==> config.mk <==
export PLATFORM = sky130hd
export DESIGN_NAME = cipher_status_mon
export DESIGN_NICKNAME = d
export VERILOG_FILES = /design/src/rtl/cipher_status_pkg.sv /design/src/rtl/cs_sticky_bank.sv /design/src/rtl/cs_access_classifier.sv /design/src/rtl/cs_access_log.sv /design/src/rtl/cs_irq_gen.sv /design/src/rtl/cipher_status_mon.sv
export SDC_FILE = /design/constraint.sdc
export NUM_CORES = 1
export LEC_CHECK = 0
export ABC_AREA = 1
export ABC_CLOCK_PERIOD_IN_PS = 800
export BUFFER_PORTS_ARGS = -buffer_cell sky130_fd_sc_hd__buf_4
export CELL_PAD_IN_SITES_DETAIL_PLACEMENT = 0
export CELL_PAD_IN_SITES_GLOBAL_PLACEMENT = 1
export CORE_MARGIN = 1
export CORE_UTILIZATION = 17
export DETAILED_ROUTE_END_ITERATION = 10
export PLACE_DENSITY = 0.8
export SLEW_MARGIN = 5
export SYNTH_ARGS = -nofsm -noshare
export SYNTH_HDL_FRONTEND = slang
export SYNTH_SLANG_ARGS = --single-unit
==> constraint.sdc <==
create_clock -name clk -period 0.8 [get_ports clk]
set_input_delay 0.16 -clock clk [delete_from_list [all_inputs] [get_ports clk]]
set_output_delay 0.16 -clock clk [all_outputs]
set_load 0.02 [all_outputs]
==> src/rtl/cipher_status_pkg.sv <==
package cipher_status_pkg;
  localparam int STAT_W    = 32;
  localparam int CODE_W    = 4;
  localparam int NUM_VIOL  = 6;
  localparam int POS_DRDY  = 0;
  localparam int POS_DET   = 8;
  localparam int POS_TYPE  = 12;
  localparam int POS_TAG   = 16;
  localparam int POS_PEND  = 17;
  localparam int POS_PERR  = 18;
  localparam int NUM_FLAGS = 4;
  // flag index within the sticky bank
  localparam int F_DRDY = 0;
  localparam int F_TAG  = 1;
  localparam int F_PEND = 2;
  localparam int F_PERR = 3;
  // start-mode encodings
  localparam logic [1:0] SM_MANUAL = 2'd0;
  localparam logic [1:0] SM_AUTO   = 2'd1;
  localparam logic [1:0] SM_DMA    = 2'd2;
  typedef enum logic [CODE_W-1:0] {
    V_IN_WR_PROC   = 4'd0,
    V_OUT_RD_PROC  = 4'd1,
    V_MODE_WR_PROC = 4'd2,
    V_OUT_RD_SUBK  = 4'd3,
    V_MODE_WR_SUBK = 4'd4,
    V_WO_RD        = 4'd5
  } viol_code_t;
endpackage

==> src/rtl/cs_sticky_bank.sv <==
module cs_sticky_bank #(
  parameter int N = 4
) (
  input  logic         clk,
  input  logic         rst,
  input  logic [N-1:0] set_i,
  input  logic [N-1:0] clr_i,
  output logic [N-1:0] q_o
);
  for (genvar i = 0; i < N; i++) begin : g_flag
    logic q_r;
    always_ff @(posedge clk) begin
      if (rst)           q_r <= 1'b0;
      else if (set_i[i]) q_r <= 1'b1;
      else if (clr_i[i]) q_r <= 1'b0;
    end
    assign q_o[i] = q_r;
  end
endmodule

==> src/rtl/cs_access_classifier.sv <==
module cs_access_classifier
  import cipher_status_pkg::*;
#(
  parameter int MODE_W = 2
) (
  input  logic              ph_processing,
  input  logic              ph_subkey,
  input  logic [MODE_W-1:0] start_mode,
  input  logic              wr_in_data,
  input  logic              rd_out_data,
  input  logic              wr_mode,
  input  logic              rd_wo_reg,
  output logic              hit_o,
  output logic [CODE_W-1:0] code_o
);
  logic [NUM_VIOL-1:0] cond;

  always_comb begin
    cond = '0;
    cond[V_IN_WR_PROC]   = wr_in_data && ph_processing && (start_mode == MODE_W'(SM_DMA));
    cond[V_OUT_RD_PROC]  = rd_out_data && ph_processing;
    cond[V_MODE_WR_PROC] = wr_mode && ph_processing;
    cond[V_OUT_RD_SUBK]  = rd_out_data && ph_subkey;
    cond[V_MODE_WR_SUBK] = wr_mode && ph_subkey;
    cond[V_WO_RD]        = rd_wo_reg;
  end

  // highest index wins: later loop iterations overwrite
  always_comb begin
    code_o = '0;
    for (int k = 0; k < NUM_VIOL; k++)
      if (cond[k]) code_o = CODE_W'(k);
  end

  assign hit_o = |cond;
endmodule

==> src/rtl/cs_access_log.sv <==
module cs_access_log
  import cipher_status_pkg::*;
(
  input  logic              clk,
  input  logic              rst,
  input  logic              hit_i,
  input  logic [CODE_W-1:0] code_i,
  input  logic              swrst_i,
  output logic              det_o,
  output logic [CODE_W-1:0] type_o
);
  always_ff @(posedge clk) begin
    if (rst) begin
      det_o  <= 1'b0;
      type_o <= '0;
    end else if (hit_i) begin
      det_o  <= 1'b1;
      type_o <= code_i;
    end else if (swrst_i) begin
      det_o  <= 1'b0;
      type_o <= '0;
    end
  end
endmodule

==> src/rtl/cs_irq_gen.sv <==
module cs_irq_gen #(
  parameter int W = 32
) (
  input  logic         clk,
  input  logic         rst,
  input  logic [W-1:0] status_i,
  input  logic [W-1:0] mask_i,
  output logic         irq_o
);
  always_ff @(posedge clk) begin
    if (rst) irq_o <= 1'b0;
    else     irq_o <= |(status_i & mask_i);
  end
endmodule

==> src/rtl/cipher_status_mon.sv <==
module cipher_status_mon
  import cipher_status_pkg::*;
#(
  parameter int MODE_W = 2
) (
  input  logic              clk,
  input  logic              rst,
  input  logic              ev_data_done,
  input  logic              ev_tag_done,
  input  logic              ev_pad_end,
  input  logic              ev_pad_len_err,
  input  logic              ph_processing,
  input  logic              ph_subkey,
  input  logic              cfg_last_out,
  input  logic [MODE_W-1:0] cfg_start_mode,
  input  logic              wr_in_data,
  input  logic              rd_out_data,
  input  logic              wr_mode,
  input  logic              wr_key,
  input  logic              rd_tag,
  input  logic              rd_wo_reg,
  input  logic              cmd_start,
  input  logic              cmd_swrst,
  input  logic [STAT_W-1:0] irq_mask,
  output logic [STAT_W-1:0] status_word,
  output logic              irq
);
  logic [NUM_FLAGS-1:0] f_set, f_clr, f_q;
  logic                 v_hit, det_q;
  logic [CODE_W-1:0]    v_code, type_q;
  logic                 lod_clear;

  assign lod_clear = cfg_last_out && wr_in_data &&
                     ((cfg_start_mode == MODE_W'(SM_MANUAL)) ||
                      (cfg_start_mode == MODE_W'(SM_AUTO)));

  always_comb begin
    f_set         = '0;
    f_set[F_DRDY] = ev_data_done;
    f_set[F_TAG]  = ev_tag_done;
    f_set[F_PEND] = ev_pad_end;
    f_set[F_PERR] = ev_pad_len_err;
    f_clr         = '0;
    f_clr[F_DRDY] = cmd_start || cmd_swrst || rd_out_data || lod_clear;
    f_clr[F_TAG]  = rd_tag || cmd_start || wr_key;
    f_clr[F_PEND] = cmd_start || cmd_swrst;
    f_clr[F_PERR] = cmd_start || cmd_swrst;
  end

  cs_sticky_bank #(.N(NUM_FLAGS)) u_flags (
    .clk(clk), .rst(rst), .set_i(f_set), .clr_i(f_clr), .q_o(f_q)
  );

  cs_access_classifier #(.MODE_W(MODE_W)) u_class (
    .ph_processing(ph_processing), .ph_subkey(ph_subkey),
    .start_mode(cfg_start_mode), .wr_in_data(wr_in_data),
    .rd_out_data(rd_out_data), .wr_mode(wr_mode), .rd_wo_reg(rd_wo_reg),
    .hit_o(v_hit), .code_o(v_code)
  );

  cs_access_log u_log (
    .clk(clk), .rst(rst), .hit_i(v_hit), .code_i(v_code),
    .swrst_i(cmd_swrst), .det_o(det_q), .type_o(type_q)
  );

  always_comb begin
    status_word = '0;
    status_word[POS_DRDY]                 = f_q[F_DRDY];
    status_word[POS_DET]                  = det_q;
    status_word[POS_TYPE +: CODE_W]       = type_q;
    status_word[POS_TAG]                  = f_q[F_TAG];
    status_word[POS_PEND]                 = f_q[F_PEND];
    status_word[POS_PERR]                 = f_q[F_PERR];
  end

  cs_irq_gen #(.W(STAT_W)) u_irq (
    .clk(clk), .rst(rst), .status_i(status_word), .mask_i(irq_mask), .irq_o(irq)
  );
endmodule

# Word-level counts from Yosys, hierarchy flattened
# Cells that the tools add are included.
# op_classes
eq_ne	2
muxes	16
bitwise	1
reduce_logical	22
# op_table
operator	count
$and 19x32->32	1
$reduce_or 32->1	1
$mux 1	10
$reduce_bool 2->1	5
$logic_and 1x1->1	8
$mux 4	2
$logic_or 1x1->1	6
$mux 3	2
$reduce_or 6->1	1
$mux 2	2
$eq 2x1->1 const B	1
$eq 2x2->1 const B	1
$logic_not 2->1	1
# totals
regBits	10
in_bits	51
output_inout_bits	33
wordCells	48

# Logic depth before layout (Yosys ltp)
# Gate-level depths: netlist of the first run.
# logic_depth
word_depth	7
mapped_depth	5
depth_no_buf	5

# Modules after synthesis
# Synthesis of the first run repeated with hierarchy kept, for this count alone.
# hier_totals
hier_cells	165
hier_area_um2	918.4
# by_module_without_submodules
module	instances	cells_per_inst	area_each_um2	seq_area_each_um2
cs_irq_gen	1	64	257.7	20.0
cipher_status_mon	1	34	222.7	0.0
cs_sticky_bank	1	24	175.2	80.1
cs_access_log	1	21	168.9	100.1
cs_access_classifier	1	22	93.8	0.0

# Least setup slack after synthesis of the first run
# Ideal clock, no wire load.
# synth_timing
path_kind	register -> register
startpoint	register u_log.type_o[1]
endpoint	register u_irq.irq_o
setup_ps	130
arrival_ps	728
required_time_ps	670
slack_ps	-59
path_stages_with_launch	4
path_buffers	0
period_less_slack_ps	859
path_cell_list	dfxtp_1 > a22o_1 > nor2_1 > a21oi_1
# synth_via
elab_chain_cells	2
# synth_rtl
item	line_no	rtl
start: declaration	cs_access_log.sv:10	output logic [CODE_W-1:0] type_o
start signal: assignment	cs_access_log.sv:18	type_o <= code_i;
$and 19x32->32	cs_irq_gen.sv:12	else irq_o <= |(status_i & mask_i);
$reduce_or 32->1	cs_irq_gen.sv:12	
end signal: assignment	cs_irq_gen.sv:12	
end: declaration	cs_irq_gen.sv:8	output logic irq_o
# No other way between the ends.
# A chain may end at the register's enable or synchronous reset.

# Final worst setup path of the first run
# layout_timing
startpoint	register u_log.type_o[1]
endpoint	output port status_word[13]
# layout_lines
item	line_no	rtl
end: declaration	cipher_status_mon.sv:25	output logic [STAT_W-1:0] status_word,
# No word-level cell between the ends.

==> summary.txt, run 1 <==
CP startpoint kind = flop
crit end category = output pin
grt met2 use = 14.3%
H-tree depth = 1
Final Hold Viols = 0
top post-synthesis cells by area = buf_4 32%, dfxtp_1 27%, a21oi_1 5.2%
Unique masters post-synth = 19
Max FO, Critical Path = 2
Die Span X = 65.0 microns
routing usage on met1 = 8.00%
dpl ws = -0.0855 ns
worst path cell trace = buf_6 > buf_6
Placed Instance Area = 943 sq um
status = finished with violations
Max-Cap Viols = 0
clock power share = 34.2%
CTS tree = done
Period minus WS final = 0.951 ns
Net Sw Power = 0.477 mW
CP required = 0.64 ns
DIE AREA = 4220 sq um
global-route wire length before repair = 2.39 mm
GR Util All Layers = 7.84%
Final setup viols = 12
CTS buffer count = 3
RSZ-0062 raised after global routing = true
fraction of layout cells with a size suffix above 1 = 52.6%
Crit path top cell by count = buf_6
syn avg cell area = 7.66 sq um
Max Fclk = 1050 MHz
total wire length = 1.63 mm
synthesized instance count = 88
TritonCTS sink count = 9
root buf cell = clkbuf_8
Design Area, Final = 1120 sq um
CTS max path bufs = 2
antenna cells = 0
Final Skew = 0.00304 ns
critical path's largest stage delay = 0.34 ns
R2R setup slack = -0.11 ns
CTS Hold Bufs = 0
Yosys top cell area share = 32.3%
failing checks = setup timing
largest net degree at the start of global routing = 10
Netlist Area Pre-Place = 674 sq um
utilization after layout = 30.0%
initial core utilization = 18.0%
share of flip-flops with an asynchronous set or reset = 0%
Die Span Y = 65.0 microns
P per Cell Area = 1400 nW/um^2
First-pass DRT Iterations = 2
non-filler cells, final = 183
cell family with most CP delay = flip-flops
number of global-route vias before repair = 581
Post-Place Cells = 174
Pwr Total = 1.57 mW
Final Cycle Share = 119%
Int Pwr = 1.09 mW
GP Congestion = 0.651
most frequent cell after synthesis = buf_4
leakage = 0.588 nW
DR vias/cell = 3.52
via count = 644
DRT antenna net count = 0
area leader, netlist = buf_4
sequential element share of the synthesized area = 26.7%
Setup Crit Path Kind = flop to output pin
Most Crowded Layer GR = met2
Comb pwr share = 33.6%
num ports = 84
site row count = 22
slowest CP cell = dfxtp_4
Seq pwr share = 32.3%
GR Overflow Total = 0
core area = 3740 sq um
CP bufs+invs = 2
initial antenna violation count = 0
Clk pin slew, worst setup/hold paths = 0.05 ns
# port buffers = 35
DRC = 0
initial detailed-routing violation count = 1
drt wl/cell = 8.89 microns
synth cell count leaders = 29 x buf_4, 9 x dfxtp_1, 8 x nor2_1
worst setup slack after layout = -0.151 ns
worst hold path class = input port to flop
Main synth FF type = dfxtp_1
number of synthesized flops with an enable pin = 0
DPL Wire Length = 1.34 mm
worst path arrival time = 0.79 ns
fin. max-slew vios = 0
met3 Usage GRT = 1.58%
Max VDD drop = 0.000365 V
Sw Share = 30.4%
area delta synth->final = 66.4%
Worst-Skew Late Latency = 0.23 ns
Yosys Warn Count = 0
synthesized flop and latch total = 9
Nets = 187
final timing paths:
check                        start                     to  cells past startpoint
max                u_log.type_o[1]        status_word[13]                      2
min                 ev_pad_len_err  u_flags.g_flag[3].q_r                      3
max reg2reg        u_log.type_o[1]        u_log.type_o[1]                      5
min reg2reg  u_flags.g_flag[3].q_r  u_flags.g_flag[3].q_r                      2
registers in the layout, indices dropped and copies added (netlist names):
register	flops
u_log.type_o	3
u_irq.irq_o	1
u_log.det_o	1
u_flags.g_flag.q_r	4
routing by layer:
metal / part of all wire [%] / vias up
met2: 51 / 33
li1: - / 326
met4: 2.5 / 0
met3: 5.5 / 5
met5: 0 / -
met1: 41 / 280
cells in the final DEF (no fill, tap or decap):
cell type / instances
a21boi_4: 1
a21oi_1: 7
a22o_1: 4
a31o_1: 1
buf_4: 31
buf_6: 19
clkbuf_1: 1
clkbuf_8: 3
conb_1: 24
dfxtp_2: 8
dfxtp_4: 1
inv_1: 7
inv_2: 2
nand2_1: 6
nand2_2: 1
nand2_4: 1
nand3_1: 1
nand4_1: 4
nor2_1: 8
nor2_2: 2
nor2_4: 1
nor4b_4: 1
o31ai_1: 1
per-stage QoR:
| step | setup TNS, ns | hold WS, ns |
|---|---|---|
| global placement | -0.385 | 0.367 |
| finish | -1.13 | 0.131 |
| detailed placement | -0.397 | 0.375 |
| global route | -1.55 | 0.148 |
| CTS | -1.09 | 0.128 |
| floorplan | -0.0100 | 0.277 |
logic make-up (layout without fill, tap and decap cells):
| logic type | count (synthesis) | count (layout) | share of synthesized area [%] |
|---|---|---|---|
| AOI/OAI and AO/OA | 14 | 14 | 15.6 |
| buffers and inverters | 39 | 63 | 37.8 |
| DFF | 9 | 9 | 26.7 |
| other | 1 | 24 | 0.556 |
| and+or+nand+nor | 25 | 25 | 19.3 |
repair_timing:
| item | in CTS | in global routing |
|---|---|---|
| setup endpoints to repair | 11 | 15 |
| gates cloned | 0 | 0 |
| resized for setup | 23 | 5 |
| pin swaps | 2 | 1 |
| buffers inserted | 5 | 1 |
worst min-delay path, stage by stage:
cell     delay (ns)
buf_4          0.08
a21oi_1        0.03
nor2_1         0.07
layout make-up:
type / instances / area (sq um)
clock buffer: 4 / 45.0
tap: 48 / 60.1
inverter: 9 / 33.8
multi-input combinational: 63 / 343
fill: 428 / 2620
sequential: 9 / 194
timing repair buffer: 50 / 447
power by group through the flow:
stage / Combinational (mW) / Clock [mW] / Sequential [mW]
after floorplan: 0.334 / 0 / 0.522
after global placement: 0.455 / 0 / 0.502
after detailed placement: 0.458 / 0 / 0.503
after CTS: 0.512 / 0.564 / 0.505
after global routing: 0.564 / 0.587 / 0.509
final: 0.526 / 0.536 / 0.506
Power figures use the tool's default switching activity.
==> run 2: changes to the inputs <==
Settings changed: CORE_UTILIZATION 17 to 20, PLACE_DENSITY 0.8 to 0.83, SYNTH_HIERARCHICAL from default to 1.
==> run 2 against run 1 <==
The run still ends with setup timing left. Die area is 15% higher. Cell area is 65% higher. Core utilization increased by 12 points. Highest routed layer unchanged. Synthesized cell count up 88%. Sequential share of layout area shrank 5.8 points. Register-to-register slack better by 0.02 ns. Critical path depth unchanged. Count of clock-buffer cells in the layout stayed put. Power up 27%. Critical path type unchanged. Sequential power grew 10%.
==> summary.txt, run 2 <==
Net Sw Power = 0.587 mW (+23%)
sequential element share of the synthesized area = 21.8% (-4.9 points)
Netlist Area Pre-Place = 918 sq um (+36%)
GP Congestion = 0.675 (+3.7%)
First-pass DRT Iterations = 3 (+1)
clock power share = 30.6% (-3.6 points)
RSZ-0062 raised after global routing = true
initial detailed-routing violation count = 13 (+12)
Placed Instance Area = 1550 sq um (+64%)
DRC = 0 (unchanged)
grt met2 use = 19.6% (+5.2 points)
leakage = 1.12 nW (+90%)
share of flip-flops with an asynchronous set or reset = 0% (unchanged)
synth cell count leaders = 74 x nand2_1, 29 x buf_4, 19 x inv_1, 13 x nor2_1, 11 x a21oi_1
Worst-Skew Late Latency = 0.23 ns (about the same)
num ports = 84 (unchanged)
syn avg cell area = 5.57 sq um (-27%)
worst setup slack after layout = -0.141 ns (+0.0100 ns)
worst path arrival time = 0.78 ns (about the same)
CTS Hold Bufs = 0 (unchanged)
Final setup viols = 12 (unchanged)
Nets = 323 (+73%)
site row count = 24 (+9.1%)
Max-Cap Viols = 0 (unchanged)
Top Registers = u_flags/g_flag.q_r (4), u_log/type_o (4)
routing usage on met1 = 10.5% (+2.5 points)
CTS max path bufs = 2 (unchanged)
Yosys top cell area share = 30.2% (-2.0 points)
GR Util All Layers = 10.0% (+2.2 points)
Final Hold Viols = 0 (unchanged)
dpl ws = -0.243 ns (-0.157 ns)
Main synth FF type = dfxtp_1
fin. max-slew vios = 0 (unchanged)
total wire length = 2.41 mm (+48%)
Die Span X = 69.8 microns (+7.4%)
Final TNS setup = -1.40 ns (-0.276 ns)
Final Cycle Share = 118% (-1.3 points)
DR vias/cell = 3.42 (-2.8%)
crit end category = output pin
Unique masters post-synth = 10 (-9)
Final Skew = 0.00398 ns (+0.000940 ns)
synthesized flop and latch total = 10 (+1)
CTS tree = done
Clk pin slew, worst setup/hold paths = 0.05 ns (about the same)
root buf cell = clkbuf_8
Comb pwr share = 41.4% (+7.8 points)
CP required = 0.64 ns (about the same)
Most Crowded Layer GR = met2
Max Fclk = 1060 MHz (+1.1%)
TritonCTS sink count = 10 (+1)
Period minus WS final = 0.941 ns (-0.0100 ns)
Seq pwr share = 28.0% (-4.3 points)
Die Span Y = 69.8 microns (+7.4%)
most frequent cells in the layout = 67 x nand2_1, 61 x buf_4, 47 x conb_1, 22 x buf_6, 16 x inv_1
antenna cells = 0 (unchanged)
P per Cell Area = 1080 nW/um^2 (-23%)
met3 Usage GRT = 1.60% (+0.014 points)
area leader, netlist = nand2_1
GR Overflow Total = 0 (unchanged)
CTS buffer count = 3 (unchanged)
largest net degree at the start of global routing = 11 (+1)
number of synthesized flops with an enable pin = 0 (unchanged)
fraction of layout cells with a size suffix above 1 = 44.3% (-8.3 points)
initial antenna violation count = 0 (unchanged)
number of global-route vias before repair = 1061 (+83%)
Setup Crit Path Kind = flop to output pin
H-tree depth = 1 (unchanged)
Int Pwr = 1.41 mW (+29%)
global-route wire length before repair = 4.04 mm (+69%)
via count = 1105 (+72%)
Max FO, Critical Path = 2 (unchanged)
DIE AREA = 4870 sq um (+15%)
Pwr Total = 1.99 mW (+27%)
Max VDD drop = 0.000518 V (+42%)
DRT antenna net count = 0 (unchanged)
status = finished with violations
commonest non-fill, non-tap cell in the layout = nand2_1
drt wl/cell = 7.45 microns (-16%)
failing checks = setup timing
# port buffers = 60 (+71%)
core area = 4380 sq um (+17%)
Sw Share = 29.4% (-1.0 points)
area delta synth->final = 102%
top post-synthesis cells by area = nand2_1 30%, buf_4 24%, dfxtp_1 22%
CP startpoint kind = flop
most frequent cell after synthesis = nand2_1
synthesized instance count = 165 (+88%)
Design Area, Final = 1850 sq um (+65%)
initial core utilization = 20.9% (+2.9 points)
DPL Wire Length = 1.98 mm (+48%)
Yosys Warn Count = 6 (+6)
worst hold path class = input port to flop
run 2: cell types whose count changed after synthesis, moves of 2 or more:
cell | before | now
inv_2 | 2 | 0
nor2_1 | 8 | 13
inv_1 | 7 | 19
nand4_1 | 4 | 0
a21oi_1 | 7 | 11
nand2_1 | 7 | 74
nand3_1 | 1 | 3
a22o_1 | 4 | 0
run 2: final cells by class:
type | instances | area (sq um)
Tap cell | 52 | 65.1
Multi-Input combinational cell | 152 | 687
Fill cell | 484 | 2530
Sequential cell | 10 | 213
Clock buffer | 4 | 55.1
Inverter | 19 | 76.3
Timing Repair Buffer | 86 | 756
run 2: path summary, 6_finish.rpt:
check	slack, ns	cells past startpoint	to	from
worst max-delay path	-0.14	2	status_word[13]	u_log/type_o[1]
worst min-delay path	0.17	3	u_flags/g_flag[0].q_r	ev_data_done
worst max register to register	-0.09	5	u_log/type_o[2]	u_log/type_o[2]
worst min register to register	0.58	3	u_flags/g_flag[2].q_r	u_flags/g_flag[2].q_r
run 2: metrics by stage:
stage	hold slack, ns	std cells	util [%]
3_3_place_gp	0.409	306	35.4
3_5_place_dp	0.415	306	35.4
5_1_grt	0.172	323	42.2
6_report	0.170	323	42.2
4_1_cts	0.167	318	40.6
2_1_floorplan	0.222	210	-
run 2: critical path, stage by stage (launching register included):
cell	delay (ns)
dfxtp_2	0.32
buf_6	0.11
buf_6	0.12
run 2: power groups by stage:
stage                     registers (mW)  logic, mW  clock network, mW
after CTS                          0.559      0.776              0.630
after global placement             0.557      0.675                  0
after detailed placement           0.558      0.677                  0
final                              0.559      0.825              0.611
after floorplan                    0.581      0.429                  0
after global routing               0.563      0.910              0.669
run 2: repair_timing:
item                                    4_1_cts  5_1_grt
buffers inserted                              8        5
pin swaps                                     9       11
resized for setup                            37       10
endpoints found under the setup margin       13       16
endpoints found under the hold margin         0        0
run 2: cell families (layout without fill, tap and decap cells):
| family | Yosys count | after routing | synth area share [%] |
|---|---|---|---|
| AND/OR/NAND/NOR | 94 | 94 | 39.9 |
| buffers and inverters | 48 | 109 | 31.5 |
| AO/OA/AOI/OAI | 11 | 11 | 5.99 |
| flip-flops | 10 | 10 | 21.8 |
| other | 2 | 47 | 0.818 |
run 2: per-layer routing:
metal	up-vias	part of all wire (%)
li1	626	-
met1	440	38
met2	37	55
met3	2	5.6
met4	0	1.1
met5	-	0
==> run 3: changes to the inputs <==
Settings changed: SETUP_SLACK_MARGIN from default to 0.02.
==> run 3 against run 2 <==
The run still ends with setup timing left. Setup slack lost 0.0093 ns. Core utilization grew 0.17 points. Worst hold slack lost 0.0070 ns. Cell count shrank 0.62%. Non-clock buffer count shrank 2. Combinational power is essentially flat. Clock skew is essentially flat. Critical path depth is the same. Via count grew 1.1%. Sequential power is essentially flat. Largest cell class unchanged. Highest routed layer unchanged.
==> summary.txt, run 3 (synthesis results as in run 2) <==
status = finished with violations
failing checks = setup timing
via count = 1117 (+1.1%)
DIE AREA = 4870 sq um (unchanged)
Max FO, Critical Path = 2 (unchanged)
worst hold path class = input port to flop
H-tree depth = 1 (unchanged)
Die Span Y = 69.8 microns (unchanged)
First-pass DRT Iterations = 4 (+1)
Reg area = 213 sq um (unchanged)
CTS max path bufs = 2 (unchanged)
Pwr Total = 2.01 mW (+0.86%)
Die Span X = 69.8 microns (unchanged)
CTS tree = done
GP Congestion = 0.719 (+6.6%)
Final Skew = 0.00421 ns (+0.000222 ns)
CP Depth = 2 (unchanged)
fraction of layout cells with a size suffix above 1 = 45.7% (+1.4 points)
worst path cell trace = buf_6 > buf_6
leakage = 1.11 nW (-0.52%)
DR vias/cell = 3.48 (+1.7%)
Setup Crit Path Kind = flop to output pin
GR Util All Layers = 10.2% (+0.16 points)
Net Sw Power = 0.608 mW (+3.5%)
DRT antenna net count = 0 (unchanged)
Int Pwr = 1.40 mW (-0.25%)
Final Cycle Share = 119% (+1.2 points)
clock power share = 31.3% (+0.7 points)
Final Hold Viols = 0 (unchanged)
Fillers = 471 (-2.7%)
Top Registers = u_flags/g_flag.q_r (4), u_log/type_o (4)
P per Cell Area = 1080 nW/um^2 (+0.46%)
num ports = 84 (unchanged)
Design Area, Final = 1860 sq um (+0.41%)
initial core utilization = 20.9% (unchanged)
fin. max-slew vios = 0 (unchanged)
Nets = 321 (-0.62%)
worst setup slack after layout = -0.150 ns (-0.00932 ns)
Final setup viols = 11 (-1)
critical path's largest stage delay = 0.32 ns (about the same)
total wire length = 2.47 mm (+2.8%)
core area = 4380 sq um (unchanged)
Max VDD drop = 0.000348 V (-33%)
Max-Cap Viols = 0 (unchanged)
drt wl/cell = 7.70 microns (+3.5%)
initial detailed-routing violation count = 11 (-2)
slowest CP cell = dfxtp_2
Period minus WS final = 0.950 ns (+0.00932 ns)
worst r2r path cells = 6 (+1)
area of the multi-input gates = 704 sq um (+2.6%)
area delta synth->final = 102%
TritonCTS sink count = 10 (unchanged)
Placed Instance Area = 1570 sq um (+1.3%)
dpl ws = -0.260 ns (-0.0172 ns)
initial antenna violation count = 0 (unchanged)
CTS Hold Bufs = 0 (unchanged)
CTS buffer count = 3 (unchanged)
GR Overflow Total = 0 (unchanged)
Clk pin slew, worst setup/hold paths = 0.05 ns (about the same)
crit end category = output pin
Worst-Skew Late Latency = 0.23 ns (about the same)
Crit path top cell by count = buf_6
CP startpoint kind = flop
CP required = 0.64 ns (about the same)
antenna cells = 0 (unchanged)
site row count = 24 (unchanged)
worst hold path stage count = 3 (unchanged)
most frequent cells in the layout = 65 x nand2_1, 59 x buf_4, 47 x conb_1, 22 x buf_6, 16 x inv_1
# port buffers = 60 (unchanged)
DPL Wire Length = 2.04 mm (+2.6%)
number of global-route vias before repair = 1028 (-3.1%)
worst path arrival time = 0.79 ns (about the same)
root buf cell = clkbuf_8
RSZ-0062 raised after global routing = true
commonest non-fill, non-tap cell in the layout = nand2_1
Max Fclk = 1050 MHz (-0.98%)
global-route wire length before repair = 4.06 mm (+0.52%)
cell family with most CP delay = flip-flops
largest net degree at the start of global routing = 11 (unchanged)
CP bufs+invs = 2 (unchanged)
Sw Share = 30.2% (+0.78 points)
DRC = 0 (unchanged)
Comb pwr share = 40.9% (-0.5 points)
Seq pwr share = 27.8% (-0.2 points)
-- run 3: cell types whose count changed in the layout (fill, tap and decap cells not counted), sizes merged --
cell,change
buf,-2
-- run 3: stage by stage --
step                      hold WS (ns)  std cells  util [%]  setup TNS, ns
after global placement           0.411        307      35.8         -0.999
after floorplan                  0.222        210         -        -0.0871
after global routing             0.168        321      42.4          -1.85
final                            0.163        321      42.4          -1.37
after detailed placement         0.415        307      35.8          -1.21
after CTS                        0.160        319      40.5          -1.44
-- run 3: cell type report --
type,count,share of cell area [%]
clock buffers,4,2.96
inverters,19,4.10
multi-input cells,152,37.9
flip-flops and latches,10,11.4
well taps,52,3.50
repair buffers,84,40.1
-- run 3: timing repair --
item / 4_1_cts / 5_1_grt
resized for setup: 30 / 20
endpoints found under the hold margin: 0 / 0
buffers inserted: 8 / 3
pin swaps: 6 / 13
setup endpoints to repair: 12 / 19
-- run 3: worst paths after layout --
kind                         startpoint                     to  slack (ns)
hold / removal              ev_tag_done  u_flags/g_flag[1].q_r        0.16
setup reg to reg  u_flags/g_flag[0].q_r            u_irq/irq_o       -0.08
hold reg to reg         u_log/type_o[2]        u_log/type_o[2]        0.60
setup / recovery  u_flags/g_flag[0].q_r         status_word[0]       -0.15
-- run 3: worst reg2reg max path, cell delays in order (launching register included) --
cell	delay (ns)
dfxtp_2	0.32
nand2_1	0.06
nand2_1	0.05
nor2_1	0.08
nand2_1	0.07
nor2_2	0.11
a21oi_1	0.06
-- run 3: per-layer routing --
metal  GRT usage, %  share of wire [%]
met3           2.03                5.5
met1           10.6                 37
met2           19.6                 56
met5              0                  0
met4           4.00                1.1
-- run 3: power by group through the flow --
| stage | combinational, mW | clock [mW] | sequential [mW] |
|---|---|---|---|
| 2_1_floorplan | 0.429 | 0 | 0.581 |
| 6_report | 0.822 | 0.630 | 0.560 |
| 5_1_grt | 0.900 | 0.685 | 0.565 |
| 3_3_place_gp | 0.686 | 0 | 0.557 |
| 4_1_cts | 0.772 | 0.655 | 0.559 |
| 3_5_place_dp | 0.689 | 0 | 0.558 |
